$ cat src/rtl/dbg_pkg.sv
package dbg_pkg;
  localparam int unsigned ADR_CTRL = 0;
  localparam int unsigned ADR_STAT = 1;
  localparam int unsigned ADR_PC   = 2;
  localparam int unsigned ADR_MSR  = 3;
  localparam int unsigned ADR_IDX  = 4;
  localparam int unsigned ADR_GPR  = 5;
  localparam int unsigned ADR_CR   = 8;
  localparam int unsigned ADR_XER  = 9;

  localparam int unsigned CTL_HALT   = 0;
  localparam int unsigned CTL_RESUME = 1;
  localparam int unsigned CTL_STEP   = 3;
  localparam int unsigned STAT_STOP  = 1;

  typedef enum logic [3:0] {
    RD_NONE, RD_CTRL, RD_STAT, RD_PC, RD_MSR, RD_IDX, RD_GPR, RD_CR, RD_XER
  } rd_sel_e;

  typedef struct packed {
    logic    load;
    logic    ldIdx;
    logic    setHalt;
    logic    clrHalt;
    logic    pulseStep;
    rd_sel_e rdSel;
  } dbg_strobe_t;
endpackage

$ cat src/rtl/dbg_ctrl.sv
module dbg_ctrl
  import dbg_pkg::*;
#(
  parameter int unsigned ADDR_W = 4,
  parameter int unsigned DATA_W = 64
) (
  input  logic              clk,
  input  logic              rst_n,
  input  logic              dbgReq,
  input  logic              dbgWe,
  input  logic [ADDR_W-1:0] dbgAddr,
  input  logic [DATA_W-1:0] dbgWdata,
  input  logic              coreStopped,
  output dbg_strobe_t       strb
);
  logic armed;
  logic accept;
  logic isCtrlWr;

  assign accept   = dbgReq && armed;
  assign isCtrlWr = accept && dbgWe && (dbgAddr == ADDR_W'(ADR_CTRL));

  // armed drops on acceptance and returns once request is seen low
  always_ff @(posedge clk or negedge rst_n) begin
    if (!rst_n)        armed <= 1'b1;
    else if (accept)   armed <= 1'b0;
    else if (!dbgReq)  armed <= 1'b1;
  end

  always_comb begin
    strb.load      = accept;
    strb.ldIdx     = accept && dbgWe && (dbgAddr == ADDR_W'(ADR_IDX));
    strb.setHalt   = isCtrlWr && dbgWdata[CTL_HALT];
    strb.clrHalt   = isCtrlWr && dbgWdata[CTL_RESUME];
    strb.pulseStep = isCtrlWr && dbgWdata[CTL_STEP] && coreStopped;
    strb.rdSel     = RD_NONE;
    if (accept && !dbgWe) begin
      case (dbgAddr)
        ADDR_W'(ADR_CTRL): strb.rdSel = RD_CTRL;
        ADDR_W'(ADR_STAT): strb.rdSel = RD_STAT;
        ADDR_W'(ADR_PC):   strb.rdSel = RD_PC;
        ADDR_W'(ADR_MSR):  strb.rdSel = RD_MSR;
        ADDR_W'(ADR_IDX):  strb.rdSel = RD_IDX;
        ADDR_W'(ADR_GPR):  strb.rdSel = RD_GPR;
        ADDR_W'(ADR_CR):   strb.rdSel = RD_CR;
        ADDR_W'(ADR_XER):  strb.rdSel = RD_XER;
        default:           strb.rdSel = RD_NONE;
      endcase
    end
  end
endmodule

$ cat src/rtl/dbg_datapath.sv
module dbg_datapath
  import dbg_pkg::*;
#(
  parameter int unsigned DATA_W    = 64,
  parameter int unsigned IDX_W     = 8,
  parameter int unsigned GPR_COUNT = 32,
  parameter int unsigned XER_W     = 5,
  localparam int unsigned SEL_W    = $clog2(GPR_COUNT)
) (
  input  logic              clk,
  input  logic              rst_n,
  input  dbg_strobe_t       strb,
  input  logic [DATA_W-1:0] dbgWdata,
  input  logic              coreStopped,
  input  logic [DATA_W-1:0] corePc,
  input  logic [DATA_W-1:0] coreMsr,
  input  logic [DATA_W-1:0] coreCr,
  input  logic [XER_W-1:0]  coreXer,
  input  logic [DATA_W-1:0] gprData,
  output logic [SEL_W-1:0]  gprIdx,
  output logic [DATA_W-1:0] dbgRdata,
  output logic              dbgAck,
  output logic              coreHalt,
  output logic              coreStep
);
  // readout bit for each exception flag: so, ca, ca32, ov, ov32
  localparam int unsigned XER_POS [XER_W] = '{0, 2, 3, 4, 5};

  logic [IDX_W-1:0]  idxReg;
  logic              idxInRange;
  logic [DATA_W-1:0] xerWord;
  logic [DATA_W-1:0] rdNext;

  assign idxInRange = (idxReg < IDX_W'(GPR_COUNT));
  assign gprIdx     = idxReg[SEL_W-1:0];

  always_comb begin
    xerWord = '0;
    for (int i = 0; i < XER_W; i++) xerWord[XER_POS[i]] = coreXer[i];
  end

  always_comb begin
    rdNext = '0;
    case (strb.rdSel)
      RD_CTRL: rdNext[CTL_HALT] = coreHalt;
      RD_STAT: begin
        rdNext[STAT_STOP] = coreStopped;
        rdNext[CTL_HALT]  = coreHalt;
      end
      RD_PC:   rdNext = corePc;
      RD_MSR:  rdNext = coreMsr;
      RD_IDX:  rdNext = DATA_W'(idxReg);
      RD_GPR:  rdNext = idxInRange ? gprData : '0;
      RD_CR:   rdNext = coreCr;
      RD_XER:  rdNext = xerWord;
      default: rdNext = '0;
    endcase
  end

  always_ff @(posedge clk or negedge rst_n) begin
    if (!rst_n) begin
      idxReg   <= '0;
      coreHalt <= 1'b0;
      coreStep <= 1'b0;
      dbgAck   <= 1'b0;
      dbgRdata <= '0;
    end else begin
      dbgAck   <= strb.load;
      coreStep <= strb.pulseStep;
      if (strb.ldIdx)        idxReg   <= dbgWdata[IDX_W-1:0];
      if (strb.setHalt)      coreHalt <= 1'b1;
      else if (strb.clrHalt) coreHalt <= 1'b0;
      if (strb.load)         dbgRdata <= rdNext;
    end
  end
endmodule

$ cat src/rtl/dbg_target.sv
module dbg_target
  import dbg_pkg::*;
#(
  parameter int unsigned ADDR_W    = 4,
  parameter int unsigned DATA_W    = 64,
  parameter int unsigned IDX_W     = 8,
  parameter int unsigned GPR_COUNT = 32,
  parameter int unsigned XER_W     = 5,
  localparam int unsigned SEL_W    = $clog2(GPR_COUNT)
) (
  input  logic              clk,
  input  logic              rst_n,
  input  logic              dbgReq,
  input  logic              dbgWe,
  input  logic [ADDR_W-1:0] dbgAddr,
  input  logic [DATA_W-1:0] dbgWdata,
  output logic [DATA_W-1:0] dbgRdata,
  output logic              dbgAck,
  output logic              coreHalt,
  output logic              coreStep,
  input  logic              coreStopped,
  input  logic [DATA_W-1:0] corePc,
  input  logic [DATA_W-1:0] coreMsr,
  input  logic [DATA_W-1:0] coreCr,
  input  logic [XER_W-1:0]  coreXer,
  output logic [SEL_W-1:0]  gprIdx,
  input  logic [DATA_W-1:0] gprData
);
  dbg_strobe_t strb;

  dbg_ctrl #(.ADDR_W(ADDR_W), .DATA_W(DATA_W)) u_ctrl (
    .clk(clk), .rst_n(rst_n), .dbgReq(dbgReq), .dbgWe(dbgWe),
    .dbgAddr(dbgAddr), .dbgWdata(dbgWdata), .coreStopped(coreStopped),
    .strb(strb)
  );

  dbg_datapath #(.DATA_W(DATA_W), .IDX_W(IDX_W), .GPR_COUNT(GPR_COUNT),
                 .XER_W(XER_W)) u_dp (
    .clk(clk), .rst_n(rst_n), .strb(strb), .dbgWdata(dbgWdata),
    .coreStopped(coreStopped), .corePc(corePc), .coreMsr(coreMsr),
    .coreCr(coreCr), .coreXer(coreXer), .gprData(gprData),
    .gprIdx(gprIdx), .dbgRdata(dbgRdata), .dbgAck(dbgAck),
    .coreHalt(coreHalt), .coreStep(coreStep)
  );
endmodule

$ cat config.mk
export PLATFORM = sky130hd
export DESIGN_NAME = dbg_target
export DESIGN_NICKNAME = d
export VERILOG_FILES = /design/src/rtl/dbg_pkg.sv /design/src/rtl/dbg_ctrl.sv /design/src/rtl/dbg_datapath.sv /design/src/rtl/dbg_target.sv
export SDC_FILE = /design/constraint.sdc
export NUM_CORES = 1
export LEC_CHECK = 0
export BUFFER_PORTS_ARGS = -buffer_cell sky130_fd_sc_hd__buf_2
export CAP_MARGIN = 25
export CORE_AREA = 2 2 158 160
export DETAILED_ROUTE_END_ITERATION = 12
export DIE_AREA = 0 0 160 162
export HOLD_SLACK_MARGIN = 0.15
export SLEW_MARGIN = 20
export SYNTH_ARGS = -nofsm -noshare
export SYNTH_HDL_FRONTEND = slang
export SYNTH_SLANG_ARGS = --single-unit
$ cat constraint.sdc
create_clock -name clk -period 5.5 [get_ports clk]
set_input_delay 0.275 -clock clk [delete_from_list [all_inputs] [get_ports clk]]
set_output_delay 0.275 -clock clk [all_outputs]
set_load 0.02 [all_outputs]
==> reports/qor.txt, run 1 <==
Outcome -> complete, no violations
Vias in the first global route -> 5681
Max Fclk -> 313 MHz
HP Class -> input port to flip-flop
Die Span Y -> 162 um
Tot Pwr -> 0.00170 W
Async S/R FF share, synth -> 100%
Total global routing overflow -> 0
Syn nets -> 779
Post-synth EDFFs -> 0
Fraction of layout cells with a size suffix above 1 -> 44.9%
CP arrival -> 3470 ps
Seq/Total Area, Yosys -> 45.6%
Synthesized cell area -> 4170 um2
Final wirelength -> 19.9 mm
Clock sink count -> 76
Initial Util -> 17.3%
GRT Total Usage -> 14.7%
Core Region -> 24100 um2
1st-pass router iterations -> 10
Root cell of the clock tree -> clkbuf_16
CP Class -> input port to flip-flop
Commonest non-fill, non-tap cell in the layout -> buf_2
Crit path depth -> 9
Nets -> 1209
Period utilisation layout -> 58.1%
Headroom to the max-slew limit -> 44.6%
Pwr dens -> 226 nW/um2
Antenna-violating nets left -> 0
Synth cell types -> 45
CP Cell Sequence -> dlygate4sd3_1 > buf_2 > and4bb_2 > o21ai_0 > nor2_4 > buf_4 > a221o_1 > a221o_1 > dlygate4sd3_1
Worst path max stage delay -> 690 ps
Startpoint Class -> input port
Worst reg2reg path depth -> 7
Die W -> 160 um
WHS Path Cells -> 3
Hold slack -> 168 ps
Synth top area share -> 45.0%
P_leak -> 3.97 nW
I/O pin count -> 406
Crit path time final -> 3190 ps
Ys Warns -> 0
DIE AREA -> 25900 um2
Largest cells by area after synthesis -> dfrtp_1 (45%), a222oi_1 (13%), nand2_1 (11%)
Pin slew with the least headroom to its limit -> 829 ps
CTS Buf Count -> 9
Final core utilization -> 31.2%
Initial antenna violation count -> 1
Largest delay contributor family on the critical path -> buffers and inverters
Final setup viols -> 0
Area Overhead vs Synth -> 80.1%
Synth Flop Type -> dfrtp_1
Detailed-route DRC error count -> 0
Avg Inst Size Synth -> 9.43 um2
Worst Path Buf+Inv -> 4
Seq cells post-synth -> 76
CP Data Required Time -> 5780 ps
IO Port Bufs -> 349
Peak supply drop -> 0.106 mV
Ant diodes -> 0
Max Clock Skew -> 10.9 ps
Row count -> 57
Most frequent cells in the layout -> buf_2 (348), nand2_1 (121), dlygate4sd3_1 (103)
CTS H-tree depth -> 3
RSZ-0062 raised after global routing -> false
Worst setup EP type -> flip-flop
Clock Latency Late Sink -> 340 ps
Iter 0 DRT Violations -> 609
Vias per cell -> 4.64
Post-Syn Instances -> 442
CP max stage cell -> nor2_4
Clk slew on worst S/H paths -> 70 ps
RePlAce Congestion -> 0.808
Max-Cap Viols -> 0
Clk buf depth -> 2
Setup TNS -> 0 ps
DR vias -> 5573
CTS tree -> built
Post-CTS Setup Bufs -> 0
First-pass GRT wire length -> 29.5 mm
Wire per inst -> 16.6 um
CP max FO -> 35
Max Slew Vio Count -> 0
HPWL after DPL -> 13.6 mm
Pin count of the biggest net entering global routing -> 65
Final hold vios -> 0
Yosys top cell by area -> dfrtp_1
==> cells by family after synthesis <==
family	Yosys count	synth area share, %
simple gates	208	22.7
xor+xnor	2	0.420
fa+ha+maj	3	0.900
flops	76	45.6
buf+inv	48	6.27
mux	16	4.26
compound gates	89	19.8
==> worst register-to-register path, stage by stage, from the launching register on <==
cell	delay, ps
dfstp_2	540
and4bb_2	250
o21ai_0	200
nor2_4	690
buf_4	530
a221o_1	240
a221o_1	100
dlygate4sd3_1	540
==> metrics by stage <==
step           instance area, um2  std cells  setup slack, ps
6_report                     7510       1201             2310
5_1_grt                      7510       1201             2130
4_1_cts                      7510       1201             2340
3_5_place_dp                 6180       1082             2520
3_3_place_gp                 6180       1082             2530
2_1_floorplan                4170        442             3400
==> Yosys cell counts (2+ instances only) <==
master / count
inv_1: 7
a22oi_1: 10
nand3_1: 54
a221o_1: 8
nand4_1: 4
nor4b_1: 2
mux2_2: 14
buf_2: 11
buf_6: 5
dfrtp_1: 75
nor2b_1: 2
nor2_1: 5
nand2_1: 122
o21ai_0: 6
and2_1: 4
ha_1: 3
a21oi_1: 2
nor3b_1: 2
a222oi_1: 56
nand2b_1: 2
mux2i_1: 2
clkbuf_1: 16
buf_4: 8
==> repair_timing <==
item	CTS	global route
gates resized for setup	0	0
hold buffers	103	0
endpoints found under the hold margin	98	0
==> final timing paths <==
kind	slack (ps)	start	to
min in group asynchronous	430	rst_n	u_dp.dbgRdata[7]
max	2310	dbgReq	u_dp.dbgRdata[51]
max in group asynchronous	4110	rst_n	u_dp.dbgRdata[49]
max reg2reg	2360	u_ctrl.armed	u_dp.dbgRdata[51]
min	170	gprData[38]	u_dp.dbgRdata[38]
min reg2reg	520	u_dp.idxReg[1]	u_dp.idxReg[1]
==> report_power, final <==
| group | internal [W] | total, W | switching [W] |
|---|---|---|---|
| sequential | 0.000612 | 0.000645 | 0.0000328 |
| combinational | 0.000230 | 0.000437 | 0.000207 |
| clock | 0.000365 | 0.000618 | 0.000252 |
| total | 0.00121 | 0.00170 | 0.000493 |
==> sequential cells by signal (all words and copies together), names as in the netlist <==
signal and cells:
u_dp.dbgRdata 64, u_ctrl.armed 1, u_dp.dbgAck 1, u_dp.coreStep 1
u_dp.idxReg 8, u_dp.coreHalt 1
==> routing by layer <==
metal / wire, um / vias to the layer above / global-route usage, %
met4: 582 / 0 / 6.22
met5: 0 / - / 0
met3: 1850 / 28 / 4.01
met1: 7370 / 2627 / 15.6
met2: 10100 / 374 / 27.3
li1: - / 2544 / -
==> layout make-up <==
cell class | instances | area [um2]
Clock inverter | 5 | 61.3
Timing Repair Buffer | 460 | 2840
Fill cell | 2535 | 16600
Tap cell | 324 | 405
Sequential cell | 76 | 1900
Inverter | 7 | 26.3
Multi-Input combinational cell | 318 | 2030
Clock buffer | 11 | 243
(Power assumes the default switching activity.)
==> run 2: changes to the inputs <==
--- a/config.mk
+++ b/config.mk
@@ -7,9 +7,9 @@
 export LEC_CHECK = 0
 export BUFFER_PORTS_ARGS = -buffer_cell sky130_fd_sc_hd__buf_2
 export CAP_MARGIN = 25
-export CORE_AREA = 2 2 158 160
+export CORE_AREA = 2 2 159 161
 export DETAILED_ROUTE_END_ITERATION = 12
-export DIE_AREA = 0 0 160 162
+export DIE_AREA = 0 0 161 163
 export HOLD_SLACK_MARGIN = 0.15
 export SLEW_MARGIN = 20
 export SYNTH_ARGS = -nofsm -noshare
==> constraint.sdc (replaced) <==
create_clock -name clk -period 2.85 [get_ports clk]
set_input_delay 0.1425 -clock clk [delete_from_list [all_inputs] [get_ports clk]]
set_output_delay 0.1425 -clock clk [all_outputs]
set_load 0.02 [all_outputs]
==> run 2 against run 1 <==
  * Die area rose by 1.2%
  * Cell area rose by 17%
  * Wire length rose by 16%
  * Cell count rose by 11%
  * First-iteration DRC count rose by 3.4%
==> reports/qor.txt, run 2 (same netlist as run 1, synthesis figures left out) <==
Outcome -> complete, no violations (unchanged)
Die W -> 161 um (was 160 um)
Initial antenna violation count -> 2 (was 1)
Crit path time final -> 2660 ps
Antenna-violating nets left -> 0 (unchanged)
Core Region -> 24700 um2 (was 24100 um2)
Headroom to the max-slew limit -> 50.2% (was 44.6%)
Final setup viols -> 0 (unchanged)
First-pass GRT wire length -> 34.3 mm (was 29.5 mm)
IO Port Bufs -> 349 (unchanged)
Final cell count without fillers -> 1338 (was 1201)
CP max FO -> 26 (was 35)
Pwr dens -> 377 nW/um2 (was 226 nW/um2)
Nets -> 1338 (was 1209)
Max Clock Skew -> 12.6 ps (was 10.9 ps)
Initial Util -> 16.9% (was 17.3%)
Worst Path Buf+Inv -> 2 (was 4)
Detailed-route DRC error count -> 0 (unchanged)
GRT Total Usage -> 16.8% (was 14.7%)
Die Span Y -> 163 um (was 162 um)
CP Data Required Time -> 3110 ps (was 5780 ps)
Max Slew Vio Count -> 0 (unchanged)
Reg area -> 1900 um2 (unchanged)
# fillers -> 2406 (was 2535)
Pin slew with the least headroom to its limit -> 741 ps (was 829 ps)
Pre-CTS setup slack -> 167 ps (was 2520 ps)
Area of the multi-input gates -> 2040 um2 (was 2030 um2)
Pin count of the biggest net entering global routing -> 77 (was 65)
Vias in the first global route -> 6601 (was 5681)
Largest regs -> u_dp.dbgRdata: 64 flops, u_dp.idxReg: 8 flops (unchanged)
Post-DP Area -> 6280 um2 (was 6180 um2)
RePlAce Congestion -> 0.786 (was 0.808)
Area Overhead vs Synth -> 111% (was 80.1%)
Final wirelength -> 23.2 mm (was 19.9 mm)
P_leak -> 4.49 nW (was 3.97 nW)
CP max stage cell -> dlygate4sd3_1 (was nor2_4)
Clk slew on worst S/H paths -> 70 ps (about the same)
Worst path max stage delay -> 550 ps (was 690 ps)
Commonest non-fill, non-tap cell in the layout -> buf_2 (unchanged)
Largest delay contributor family on the critical path -> buffers and inverters (unchanged)
Clk buf depth -> 2 (unchanged)
DR vias -> 6301 (was 5573)
CTS Buf Count -> 9 (unchanged)
Inst Count DP -> 1098 (was 1082)
RSZ-0062 raised after global routing -> false (unchanged)
Period utilisation layout -> 93.2%
Most frequent cells in the layout -> buf_2 (348), dlygate4sd3_1 (221), nand2_1 (121) (was buf_2 (348), nand2_1 (121), dlygate4sd3_1 (103))
Fraction of layout cells with a size suffix above 1 -> 40.3% (was 44.9%)
Worst setup EP type -> flip-flop (unchanged)
Max-Cap Viols -> 0 (unchanged)
Max reg flops -> 64 (unchanged)
Total global routing overflow -> 0 (unchanged)
CP Cell Sequence -> nand2_2 > a211o_1 > nor3_4 > buf_4 > nand2_1 > nand3_1 > dlygate4sd3_1 (was dlygate4sd3_1 > buf_2 > and4bb_2 > o21ai_0 > nor2_4 > buf_4 > a221o_1 > a221o_1 > dlygate4sd3_1)
Max Fclk -> 376 MHz
Final hold vios -> 0 (unchanged)
HP Class -> input port to flip-flop (unchanged)
CTS tree -> built (unchanged)
Iter 0 DRT Violations -> 630 (was 609)
Root cell of the clock tree -> clkbuf_16 (unchanged)
Vias per cell -> 4.71 (was 4.64)
Worst setup margin -> 193 ps (was 2310 ps)
CP arrival -> 2920 ps (was 3470 ps)
Wire per inst -> 17.3 um (was 16.6 um)
Clock sink count -> 76 (unchanged)
Final instance area -> 8810 um2 (was 7510 um2)
Peak supply drop -> 0.176 mV (was 0.106 mV)
Tot Pwr -> 0.00332 W (was 0.00170 W)
Clock Latency Late Sink -> 340 ps (about the same)
Row count -> 58 (was 57)
CTS H-tree depth -> 3 (unchanged)
DIE AREA -> 26200 um2 (was 25900 um2)
Setup TNS -> 0 ps (unchanged)
1st-pass router iterations -> 9 (was 10)
I/O pin count -> 406 (unchanged)
HPWL after DPL -> 14.2 mm (was 13.6 mm)
CP Class -> flip-flop to flip-flop (was input port to flip-flop)
Largest Register -> u_dp.dbgRdata (unchanged)
Startpoint Class -> flip-flop (was input port)
==> run 2: changes by cell type in the layout (fill, tap and decap cells not counted), sizes merged, moves of 2 or more <==
| cell | previous run | this run |
|---|---|---|
| dlygate4sd3 | 103 | 221 |
| clkinv | 1 | 3 |
| buf | 357 | 368 |
| diode | 0 | 2 |
==> run 2: per-stage QoR <==
stage,util (%),hold WS (ps)
after floorplan,-,-153
after global placement,25.5,288
after detailed placement,25.5,291
after CTS,35.5,151
after global routing,35.7,165
final,35.7,170
==> run 2: worst paths after layout <==
path,start,endpoint,slack [ps],depth (start not counted)
worst min register to register,u_dp.idxReg[0],u_dp.idxReg[0],510,2
min in group asynchronous,rst_n,u_dp.idxReg[3],420,2
worst max-delay path,u_ctrl.armed,u_dp.dbgRdata[27],190,7
max in group asynchronous,rst_n,u_dp.dbgRdata[12],1920,2
worst min-delay path,coreCr[2],u_dp.dbgRdata[2],170,4
worst max register to register,u_ctrl.armed,u_dp.dbgRdata[27],190,7
==> run 2: layout make-up <==
type	count	share of cell area [%]
sequential	76	21.6
tap	330	4.68
antenna	2	0.0568
multi-input combinational	318	23.2
clock inverter	6	0.440
clock buffer	10	2.60
timing repair buffer	589	47.2
inverter	7	0.298
==> run 2: report_power, final <==
part / total, W / leakage [nW] / switching, W / internal (W)
clock: 0.00109 / 0.129 / 0.000496 / 0.000590
combinational: 0.000990 / 3.34 / 0.000443 / 0.000547
sequential: 0.00125 / 1.03 / 0.0000644 / 0.00118
==> run 2: metal layers <==
layer	GRT usage, %	share of wire [%]
met1	18.3	38
met2	30.0	50
met3	4.56	8.7
met4	8.77	3.6
met5	0	0
==> run 2: worst min-delay path: stages <==
cell	delay, ps
buf_2	80
mux2_2	130
nand2_1	50
nand4_1	80
==> run 2: what timing repair did <==
action,4_1_cts,5_1_grt
hold buffers,221,0
gates resized for setup,0,2
buffers inserted,0,0
endpoints found under the hold margin,150,0
setup endpoints to repair,0,13
